<file path="src/rtl/cfg_cmd_pkg.sv">
package cfg_cmd_pkg;
  localparam int WORD_W    = 32;
  localparam int STAT_W    = 2;
  localparam int STRIP_LO  = 18;
  localparam int STRIP_HI  = 19;
  localparam int START_BIT = 31;

  typedef logic [WORD_W-1:0] word_t;
  typedef logic [STAT_W-1:0] stat_t;

  localparam word_t PWRDN_WORD   = 32'hC080_0000;
  localparam word_t RESTART_WORD = 32'hC090_0000;

  typedef enum logic [1:0] {
    KIND_PWRDN   = 2'd0,
    KIND_RESTART = 2'd1,
    KIND_UNKNOWN = 2'd2
  } cmd_kind_e;

  typedef enum logic [1:0] {
    SEL_NONE = 2'd0,
    SEL_DATA = 2'd1,
    SEL_CTRL = 2'd2,
    SEL_STAT = 2'd3
  } reg_sel_e;

  // Clear the two ignored bits before the command compare.
  function automatic word_t strip_ctrl(word_t v);
    word_t r;
    r = v;
    for (int b = STRIP_LO; b <= STRIP_HI; b++) r[b] = 1'b0;
    return r;
  endfunction

  // Drop the start bit once the command has been decoded.
  function automatic word_t retire_start(word_t v);
    word_t r;
    r = v;
    r[START_BIT] = 1'b0;
    return r;
  endfunction

  function automatic cmd_kind_e classify(word_t stripped);
    if (stripped == PWRDN_WORD)        return KIND_PWRDN;
    else if (stripped == RESTART_WORD) return KIND_RESTART;
    else                               return KIND_UNKNOWN;
  endfunction

  // Bit 0 is done; bit 1 is error.
  function automatic stat_t status_for(cmd_kind_e k);
    return {k == KIND_UNKNOWN, 1'b1};
  endfunction
endpackage

</file>
<file path="src/rtl/cfg_addr_decode.sv">
module cfg_addr_decode
  import cfg_cmd_pkg::*;
#(
  parameter int ADDR_W = 12,
  parameter int ID_W   = 12,
  parameter logic [ID_W-1:0]   ENABLED_ID = 12'h190,
  parameter logic [ADDR_W-1:0] OFF_DATA   = 12'hA0,
  parameter logic [ADDR_W-1:0] OFF_CTRL   = 12'hA4,
  parameter logic [ADDR_W-1:0] OFF_STAT   = 12'hA8
) (
  input  logic [ID_W-1:0]   board_id,
  input  logic              req,
  input  logic              we,
  input  logic [ADDR_W-1:0] addr,
  output logic              wr_data,
  output logic              wr_ctrl,
  output logic              wr_stat,
  output reg_sel_e          rd_sel,
  output logic              acc_err
);
  localparam int NREG = 3;
  localparam logic [ADDR_W-1:0] OFFS [NREG] = '{OFF_DATA, OFF_CTRL, OFF_STAT};

  logic [NREG-1:0] hit;
  logic            in_window;
  logic            enabled;
  logic            live;

  for (genvar i = 0; i < NREG; i++) begin : g_hit
    assign hit[i] = (addr == OFFS[i]);
  end

  assign in_window = |hit;
  assign enabled   = (board_id == ENABLED_ID);
  assign live      = req && enabled;
  assign acc_err   = req && in_window && !enabled;

  assign wr_data = live && we && hit[0];
  assign wr_ctrl = live && we && hit[1];
  assign wr_stat = live && we && hit[2];

  always_comb begin
    rd_sel = SEL_NONE;
    if (live && !we) begin
      if (hit[0])      rd_sel = SEL_DATA;
      else if (hit[1]) rd_sel = SEL_CTRL;
      else if (hit[2]) rd_sel = SEL_STAT;
    end
  end
endmodule

</file>
<file path="src/rtl/cfg_data_reg.sv">
module cfg_data_reg #(
  parameter int W = 32
) (
  input  logic         clk,
  input  logic         rst_n,
  input  logic         wr,
  input  logic [W-1:0] wdata,
  output logic [W-1:0] q
);
  always_ff @(posedge clk or negedge rst_n) begin
    if (!rst_n)  q <= '0;
    else if (wr) q <= wdata;
  end
endmodule

</file>
<file path="src/rtl/cfg_cmd_exec.sv">
module cfg_cmd_exec
  import cfg_cmd_pkg::*;
(
  input  logic  clk,
  input  logic  rst_n,
  input  logic  wr_ctrl,
  input  logic  wr_stat,
  input  word_t wdata,
  output word_t ctrl_q,
  output stat_t stat_q,
  output logic  pwrdn_q,
  output logic  restart_q
);
  word_t     stripped;
  cmd_kind_e kind;

  assign stripped = strip_ctrl(wdata);
  assign kind     = classify(stripped);

  always_ff @(posedge clk or negedge rst_n) begin
    if (!rst_n) begin
      ctrl_q    <= '0;
      stat_q    <= '0;
      pwrdn_q   <= 1'b0;
      restart_q <= 1'b0;
    end else begin
      pwrdn_q   <= 1'b0;
      restart_q <= 1'b0;
      if (wr_ctrl) begin
        ctrl_q    <= retire_start(stripped);
        stat_q    <= status_for(kind);
        pwrdn_q   <= (kind == KIND_PWRDN);
        restart_q <= (kind == KIND_RESTART);
      end else if (wr_stat) begin
        stat_q <= wdata[STAT_W-1:0];
      end
    end
  end
endmodule

</file>
<file path="src/rtl/cfg_read_mux.sv">
module cfg_read_mux
  import cfg_cmd_pkg::*;
(
  input  reg_sel_e sel,
  input  word_t    data_q,
  input  word_t    ctrl_q,
  input  stat_t    stat_q,
  output word_t    rdata
);
  always_comb begin
    unique case (sel)
      SEL_DATA: rdata = data_q;
      SEL_CTRL: rdata = ctrl_q;
      SEL_STAT: rdata = word_t'(stat_q);
      default:  rdata = '0;
    endcase
  end
endmodule

</file>
<file path="src/rtl/cfg_cmd_ctrl.sv">
module cfg_cmd_ctrl
  import cfg_cmd_pkg::*;
#(
  parameter int ADDR_W = 12,
  parameter int ID_W   = 12,
  parameter logic [ID_W-1:0]   ENABLED_ID = 12'h190,
  parameter logic [ADDR_W-1:0] OFF_DATA   = 12'hA0,
  parameter logic [ADDR_W-1:0] OFF_CTRL   = 12'hA4,
  parameter logic [ADDR_W-1:0] OFF_STAT   = 12'hA8
) (
  input  logic              clk,
  input  logic              rst_n,
  input  logic [ID_W-1:0]   board_id,
  input  logic              req,
  input  logic              we,
  input  logic [ADDR_W-1:0] addr,
  input  logic [31:0]       wdata,
  output logic [31:0]       rdata,
  output logic              acc_err,
  output logic              pwrdn_req,
  output logic              restart_req
);
  // Named internal events, also observed by the bound checker.
  logic     wr_data_ev;
  logic     wr_ctrl_ev;
  logic     wr_stat_ev;
  reg_sel_e rd_sel;
  word_t    data_q;
  word_t    ctrl_q;
  stat_t    stat_q;

  cfg_addr_decode #(
    .ADDR_W(ADDR_W), .ID_W(ID_W), .ENABLED_ID(ENABLED_ID),
    .OFF_DATA(OFF_DATA), .OFF_CTRL(OFF_CTRL), .OFF_STAT(OFF_STAT)
  ) u_dec (
    .board_id(board_id), .req(req), .we(we), .addr(addr),
    .wr_data(wr_data_ev), .wr_ctrl(wr_ctrl_ev), .wr_stat(wr_stat_ev),
    .rd_sel(rd_sel), .acc_err(acc_err)
  );

  cfg_data_reg #(.W(WORD_W)) u_data (
    .clk(clk), .rst_n(rst_n), .wr(wr_data_ev), .wdata(wdata), .q(data_q)
  );

  cfg_cmd_exec u_exec (
    .clk(clk), .rst_n(rst_n), .wr_ctrl(wr_ctrl_ev), .wr_stat(wr_stat_ev),
    .wdata(wdata), .ctrl_q(ctrl_q), .stat_q(stat_q),
    .pwrdn_q(pwrdn_req), .restart_q(restart_req)
  );

  cfg_read_mux u_rmux (
    .sel(rd_sel), .data_q(data_q), .ctrl_q(ctrl_q), .stat_q(stat_q),
    .rdata(rdata)
  );
endmodule

</file>
<file path="config.mk">
export PLATFORM = sky130hd
export DESIGN_NAME = cfg_cmd_ctrl
export DESIGN_NICKNAME = d
export VERILOG_FILES = /design/src/rtl/cfg_cmd_pkg.sv /design/src/rtl/cfg_addr_decode.sv /design/src/rtl/cfg_data_reg.sv /design/src/rtl/cfg_cmd_exec.sv /design/src/rtl/cfg_read_mux.sv /design/src/rtl/cfg_cmd_ctrl.sv
export SDC_FILE = /design/constraint.sdc
export NUM_CORES = 1
export LEC_CHECK = 0
export ABC_AREA = 0
export BUFFER_PORTS_ARGS = -buffer_cell sky130_fd_sc_hd__buf_4
export CAP_MARGIN = 20
export CORE_MARGIN = 8
export CORE_UTILIZATION = 56
export CTS_CLUSTER_SIZE = 16
export DETAILED_ROUTE_END_ITERATION = 12
export PLACE_DENSITY = 0.82
export SYNTH_ARGS = -nofsm -noshare
export SYNTH_HDL_FRONTEND = slang
export SYNTH_SLANG_ARGS = --single-unit
export TNS_END_PERCENT = 100
</file>
<file path="constraint.sdc">
create_clock -name clk -period 3.25 [get_ports clk]
set_input_delay 0.4875 -clock clk [delete_from_list [all_inputs] [get_ports clk]]
set_output_delay 0.4875 -clock clk [all_outputs]
set_load 0.02 [all_outputs]
</file>
# ---- After elaboration in Yosys (flattened, before gate mapping)
# Index checks and enable logic that the tools add are counted.
dict set report word_totals {
  out_inout_bits 35
  n_memories 0
  latch_bits 0
  register_bits 65
  rom_bits 0
  ram_bits 0
}
dict set report op_classes {
  n_shift 0
  eq_ne 11
  order_cmp 0
  n_mul 0
  n_reduce_logical 13
  n_mux 11
  bitwise_logic 0
  addsub 0
  div_mod_pow 0
}
# cell count
set ops {}
lappend ops {{case mux 32 bit (3 select lines)} 1}
lappend ops {{== test 30 bit, second input constant} 2}
lappend ops {{== test 12 x 8 -> 1 bit, second input constant} 3}
lappend ops {{two-way mux 2 bit} 8}
lappend ops {{== test 12 x 9 -> 1 bit, second input constant} 1}
lappend ops {{logical AND 1 bit} 8}
lappend ops {{== test 2 bit, second input constant} 3}
lappend ops {{== test 2 x 1 -> 1 bit, second input constant} 2}
lappend ops {{OR reduction 3 bit} 1}
lappend ops {{zero test 1 bit} 2}
lappend ops {{zero test 2 bit} 1}
lappend ops {{two-way mux 1 bit} 2}
lappend ops {{nonzero test 2 bit} 1}

# ---- Longest topological paths before layout
# Gate-level depths: netlist (run 1).
dict set report depth {
  depth_word 7
  mapped_depth 7
  ltp_nobuf 4
}

# ---- By module
# Synthesis (run 1) repeated with hierarchy kept, for this count alone.
dict set report hier_totals {
  hier_cells 227
  hier_area_um2 3328.2
}
# mod cells_per_inst n_inst area_each_um2 seq_area_each_um2
set by_module_without_submodules {}
lappend by_module_without_submodules {cfg_cmd_exec 96 1 1412.6 825.8}
lappend by_module_without_submodules {cfg_data_reg 68 1 1345.0 800.8}
lappend by_module_without_submodules {cfg_read_mux 43 1 415.4 0.0}
lappend by_module_without_submodules {cfg_addr_decode 20 1 155.1 0.0}

# ---- Least setup slack after synthesis (run 1)
# Ideal clock, no wire load.
dict set report synth_path {
  kind {in2out}
  startpoint {input port board_id[10]}
  endpoint {output port rdata[13]}
  n_path_buf 2
  cell_stages 6
  t_required_ps 2762
  slack_ps 728
  arrival_ps 2035
  path_cell_list {nor4_1 nand3_2 or4_4 buf_6 buf_6 nor2_1}
}
dict set report synth_via {
  elab_chain_len 6
  word_cells_on_any_way 8
}
# item line
set synth_lines {}
lappend synth_lines {{start: declaration} cfg_cmd_ctrl.sv:13} ;# input logic [ID_W-1:0] board_id,
lappend synth_lines {{== test 12 x 9 -> 1 bit *} cfg_addr_decode.sv:34} ;# assign enabled = (board_id == ENABLED_ID);
lappend synth_lines {{logical AND 1 bit *} cfg_addr_decode.sv:35} ;# assign live = req && enabled;
lappend synth_lines {{logical AND 1 bit *} cfg_addr_decode.sv:44} ;# if (live && !we) begin
lappend synth_lines {{two-way mux 2 bit *} cfg_addr_decode.sv:44}
lappend synth_lines {{== test 2 bit or == test 2 x 1 -> 1 bit (tied branches)} cfg_read_mux.sv:11} ;# unique case (sel)
lappend synth_lines {{case mux 32 bit (3 select lines) *} cfg_read_mux.sv:11}
lappend synth_lines {{end: declaration} cfg_cmd_ctrl.sv:18} ;# output logic [31:0] rdata,
# Mark *: on every way between the ends. The rest lies on a longest branch, timed or not.

# ---- Final worst setup path (run 1)
dict set report layout_path {
  startpoint {input port addr[1]}
  endpoint {output port rdata[20]}
}
dict set report layout_via {
  elab_chain_len 7
  word_cells_on_any_way 11
}
# item line
set layout_lines {}
lappend layout_lines {{start: declaration} cfg_cmd_ctrl.sv:16} ;# input logic [ADDR_W-1:0] addr,
lappend layout_lines {{== test 12 x 8 -> 1 bit} cfg_addr_decode.sv:30} ;# assign hit[i] = (addr == OFFS[i]);
lappend layout_lines {{two-way mux 2 bit} cfg_addr_decode.sv:47} ;# else if (hit[2]) rd_sel = SEL_STAT;
lappend layout_lines {{two-way mux 2 bit} cfg_addr_decode.sv:46} ;# else if (hit[1]) rd_sel = SEL_CTRL;
lappend layout_lines {{two-way mux 2 bit *} cfg_addr_decode.sv:45} ;# if (hit[0]) rd_sel = SEL_DATA;
lappend layout_lines {{two-way mux 2 bit *} cfg_addr_decode.sv:44}
lappend layout_lines {{== test 2 bit or == test 2 x 1 -> 1 bit (tied branches)} cfg_read_mux.sv:11}
lappend layout_lines {{case mux 32 bit (3 select lines) *} cfg_read_mux.sv:11}
# Marked as above.

==> qor.yml, run 1 <==
die_w_um: 92.7
grt_max_degree: 66
period_needed_ns: 2.77
ctsHoldBuffers: 0
powerDensity_nw_per_um2: 399
multi_input_area_um2: 1540
cts_repair_resize_count: 0
hold_ws_ns: 0.247
dp.cells: 407
avgSynthCellArea_um2: 13.3
critPathRequiredTime_ns: 2.76
num_rows: 28
grt_pass1_vias: 2495
wl_per_cell_um: 18.1
worst_pin_slew_ns: 0.804
status: "complete, no violations"
h-tree-depth: 3
vias_per_cell: 5.48
cp-end-kind: "output pin"
nets: 403
drive_gt1_share_pct: 55.2
layout_commonest_cell: "buf_4"
slew_violations: 0
criticalPathCategory: "primary input to output pin"
ios: 95
hold_path.class: "primary input to asynchronous set/reset pin"
yosysWarningCount: 0
routed_wl_mm: 7.64
clock_latency_ns: 0.32
peakVddDrop_mv: 0.347
rsz0062_at_grt: "false"
postCtsSetupRepairBufs: 0
cts_sinks: 65
route.detailed.drc: 0
cp_max_fo: 27
fin_skew_ns: 0
drtPass1Iterations: 4
antenna_found_initial: 0
syn_area_um2: 3290
synth_cell_types: 36
min_period_over_period_pct: 85.2
synth_fp_nets: 308
p_leak_nw: 2.11
setup-tns-final_ns: 0
diodes: 0
yosysSeqAreaShare_pct: 49.4
grtUsageTotal_pct: 18.4
gp_congestion: 0.803
syn_to_final_growth_pct: 29.0
final_cell_mix: "buf_4, dfrtp_1, mux2_2"
cts_buffers: 9
synthCells: 248
grt_remaining_overflow: 0
total_power_mw: 1.70
relSlewSlack_pct: 46.4
die_h_um: 92.7
cts_tree: "yes"
place_hpwl_mm: 5.45
clkTransAtPathRegs_ns: 0.08
initial_utilization_pct: 56.6
clock_path_buffers: 2
critPathLaunchType: "primary input"
synth-seq-cells: 65
seq_area_um2: 1630
core_um2: 5820
cts_root_buf: "clkbuf_8"
vias: 2316
utilization_pct: 73.0
timing.fmax_mhz: 361
drt_iter0_drc: 84
setup_viol: 0
nFillCells: 431
layoutNonFillerInstCount: 423
io_buffer_count: 94
drv_cap: 0
hold_violations: 0
grt_pass1_wl_mm: 12.5
ant_nets: 0
dieArea_um2: 8590
arrival_ns: 2.28
## final cells by class
class                      count  share of cell area, %
timing repair buffer          98                   17.6
tap                           75                   2.21
sequential                    65                   38.3
clock inverter                 5                   1.83
multi-input combinational    167                   36.3
clock buffer                  11                   3.56
inverter                       2                  0.177
## synth_stat cells
library cell,instances,area share (%)
nor3b_1,1,0.23
and3_1,3,0.57
nor4bb_1,2,0.61
o31ai_1,1,0.23
nor2_4,10,3.4
a221oi_1,1,0.27
nand4_1,5,0.95
and3b_1,2,0.53
dfrtp_1,65,49
o2bb2ai_1,1,0.27
buf_12,1,0.61
mux2_2,60,21
nor4b_2,1,0.46
nor2_1,20,2.3
or4b_1,1,0.30
buf_6,5,1.7
mux2i_1,29,8.8
o21ai_0,2,0.30
nand2b_1,2,0.38
nor4_4,2,1.3
buf_1,3,0.34
buf_2,3,0.46
nor4b_4,1,0.72
or4_4,1,0.34
inv_1,2,0.23
nor2b_1,2,0.38
buf_4,2,0.46
nand3_2,2,0.61
nand2_1,2,0.23
nor4_1,6,1.1
mux2_1,1,0.34
nor3_1,2,0.30
a21oi_1,2,0.30
nor4b_1,1,0.27
and2_1,3,0.57
nand3_1,1,0.15
## logic make-up after synthesis
family	Yosys count	synth area share, %
mux	90	29.7
flops	65	49.4
compound gates	7	1.37
buf+inv	16	3.80
simple gates	70	15.7
## where the power goes
group	internal (mW)	total [mW]	switching (mW)
logic	0.0600	0.117	0.0574
registers	0.809	0.809	0.0000693
clock network	0.471	0.770	0.299
total	1.34	1.70	0.357
## stage by stage
| stage | area, um^2 | setup WS, ns |
|---|---|---|
| after CTS | 4250 | 0.470 |
| final | 4250 | 0.479 |
| after global routing | 4250 | 0.385 |
| after detailed placement | 4020 | 0.481 |
| after global placement | 4020 | 0.507 |
| after floorplan | 3290 | 0.728 |
## routing by layer
layer | track usage (%) | part of all wire [%] | vias up
li1 | - | - | 1093
met4 | 8.86 | 2.3 | 0
met5 | 0 | 0 | -
met1 | 21.8 | 43 | 1140
met3 | 4.45 | 5.5 | 15
met2 | 30.7 | 49 | 68
## flip-flops by register name (all words and copies together) (netlist names)
signal            count
u_data.q             32
u_exec.ctrl_q        29
u_exec.pwrdn_q        1
u_exec.restart_q      1
u_exec.stat_q         2
## final timing paths
| path | from | slack [ns] | cells past startpoint | to |
|---|---|---|---|---|
| max | addr[1] | 0.48 | 6 | rdata[20] |
| min | rst_n | 0.25 | 1 | u_data.q[26] |
| max reg2reg | u_exec.stat_q[1] | 2.37 | 3 | u_exec.stat_q[1] |
| min reg2reg | u_data.q[5] | 0.50 | 1 | u_data.q[5] |
| max in group asynchronous | rst_n | 2.48 | 1 | u_data.q[19] |
| min in group clk | wdata[20] | 0.32 | 2 | u_exec.pwrdn_q |
## worst max-delay path, stage by stage
cell and delay (ns):
buf_4 0.12, nor4_4 0.36, nand3_2 0.15, or4_4 0.77
nor2_1 0.22, buf_4 0.17
No activity file was read; power rests on OpenSTA's default activity.
==> run 2: changes to the inputs <==
--- a/config.mk
+++ b/config.mk
@@ -6,13 +6,14 @@
 export NUM_CORES = 1
 export LEC_CHECK = 0
 export ABC_AREA = 0
-export BUFFER_PORTS_ARGS = -buffer_cell sky130_fd_sc_hd__buf_4
+export BUFFER_PORTS_ARGS = -buffer_cell sky130_fd_sc_hd__buf_2
 export CAP_MARGIN = 20
 export CORE_MARGIN = 8
-export CORE_UTILIZATION = 56
+export CORE_UTILIZATION = 58
+export CTS_BUF_LIST = sky130_fd_sc_hd__clkbuf_4
 export CTS_CLUSTER_SIZE = 16
 export DETAILED_ROUTE_END_ITERATION = 12
-export PLACE_DENSITY = 0.82
+export PLACE_DENSITY = 0.85
 export SYNTH_ARGS = -nofsm -noshare
 export SYNTH_HDL_FRONTEND = slang
 export SYNTH_SLANG_ARGS = --single-unit
==> qor.yml, run 2 (synthesized netlist as in run 1, its figures left out) <==
cp_max_fo: 27
drt_iter0_drc: 114
drtPass1Iterations: 4
path_delay_family: "simple AND/OR/NAND/NOR gates"
met2_usage_pct: 31.0
final_cell_mix: "buf_2, dfrtp_1, mux2_2"
vias: 2318
num_rows: 27
vias_per_cell: 5.49
cp_cell_sequence: "buf_2 > nor4b_4 > nand3_2 > or4_4 > nor2_1 > buf_2"
cts_buffers: 9
arrival_ns: 2.28
place_hpwl_mm: 5.64
busiest_layer: "met2"
io_buffer_count: 94
reg_top3: "u_data.q: 32 flops, u_exec.ctrl_q: 29 flops, u_exec.stat_q: 2 flops"
timing.fmax_mhz: 361
grt_pass1_wl_mm: 12.7
use_met1_pct: 22.7
powerDensity_nw_per_um2: 346
worst-path-stages: 6
peakVddDrop_mv: 0.332
h-tree-depth: 3
use_met3_pct: 5.93
cp-end-kind: "output pin"
drive_gt1_share_pct: 55.1
slew_violations: 0
setup-tns-final_ns: 0
initial_utilization_pct: 59.8
relSlewSlack_pct: 35.5
status: "complete, no violations"
largest_register_ffs: 32
critPathRequiredTime_ns: 2.76
syn_to_final_growth_pct: 18.3
clock_latency_ns: 0.38
post_dp_cell_area_um2: 3790
ant_nets: 0
setup_viol: 0
diodes: 0
cts_repair_resize_count: 0
layout_commonest_cell: "buf_2"
wl_per_cell_um: 17.7
cts_root_buf: "clkbuf_4"
route.detailed.drc: 0
die_h_um: 91.3
dieArea_um2: 8340
ios: 95
rsz0062_at_grt: "false"
period_needed_ns: 2.77
reg2regPathDepth: 3
regMostFlops: "u_data.q"
fin_skew_ns: 0
worst_pin_slew_ns: 0.967
clock_path_buffers: 2
ctsHoldBuffers: 0
die_w_um: 91.3
path_buf_inv: 2
grt_pass1_vias: 2554
grtUsageTotal_pct: 18.7
critPathLaunchType: "primary input"
grt_max_degree: 46
drv_cap: 0
crit_top_cell: "buf_2"
cts_sinks: 65
gp_congestion: 0.770
p_leak_nw: 2.02
criticalPathCategory: "primary input to output pin"
routed_wl_mm: 7.47
grt_remaining_overflow: 0
clkTransAtPathRegs_ns: 0.10
utilization_pct: 70.7
postCtsSetupRepairBufs: 0
min_period_over_period_pct: 85.2
antenna_found_initial: 0
slowest_stage: "or4_4"
slowest_delay_ns: 0.76
hold_path.class: "primary input to asynchronous set/reset pin"
cts_tree: "yes"
core_um2: 5510
hold_violations: 0
nets: 406
fin_area_um2: 3890
-- run 2: cell count changes in the layout (fill, tap and decap cells not counted), sizes merged --
cell | before | now
buf | 98 | 101
bufinv | 2 | 0
clkinv | 2 | 3
-- run 2: worst paths after layout --
path	start	endpoint	slack [ns]
max	addr[8]	rdata[20]	0.48
min	rst_n	u_data.q[25]	0.24
max reg2reg	u_exec.stat_q[1]	u_exec.stat_q[1]	2.33
min reg2reg	u_data.q[5]	u_data.q[5]	0.51
max in group asynchronous	rst_n	u_data.q[5]	2.16
min in group clk	wdata[20]	u_exec.pwrdn_q	0.31
-- run 2: final cells by class --
cell class | instances | area (um^2)
Clock buffer | 11 | 82.6
Clock inverter | 4 | 21.3
Fill cell | 421 | 1610
Inverter | 2 | 7.51
Multi-Input combinational cell | 167 | 1540
Sequential cell | 65 | 1630
Tap cell | 72 | 90.1
Timing Repair Buffer | 101 | 523
-- run 2: per-layer routing --
layer	wire length (um)	up-vias
li1	-	1107
met1	3170	1126
met2	3760	77
met3	448	8
met4	92	0
met5	0	-
-- run 2: per-stage QoR --
step / std cells / setup slack (ns) / hold slack [ns] / power (mW)
floorplan: 248 / 0.728 / 0.192 / 0.855
global placement: 407 / 0.492 / 0.470 / 0.924
detailed placement: 407 / 0.486 / 0.487 / 0.925
CTS: 422 / 0.483 / 0.259 / 1.35
global route: 422 / 0.380 / 0.282 / 1.41
finish: 422 / 0.482 / 0.244 / 1.35
-- run 2: worst register-to-register path: stages (launching register included) --
cell and delay (ns):
dfrtp_1 0.35, inv_1 0.06, o2bb2ai_1 0.12, a221oi_1 0.30
-- run 2: power breakdown --
part           leakage (nW)  total [mW]  internal, mW  switching, mW
sequential            0.898       0.808         0.808      0.0000679
clock                0.0601       0.439         0.166          0.273
combinational          1.07       0.100        0.0419         0.0580
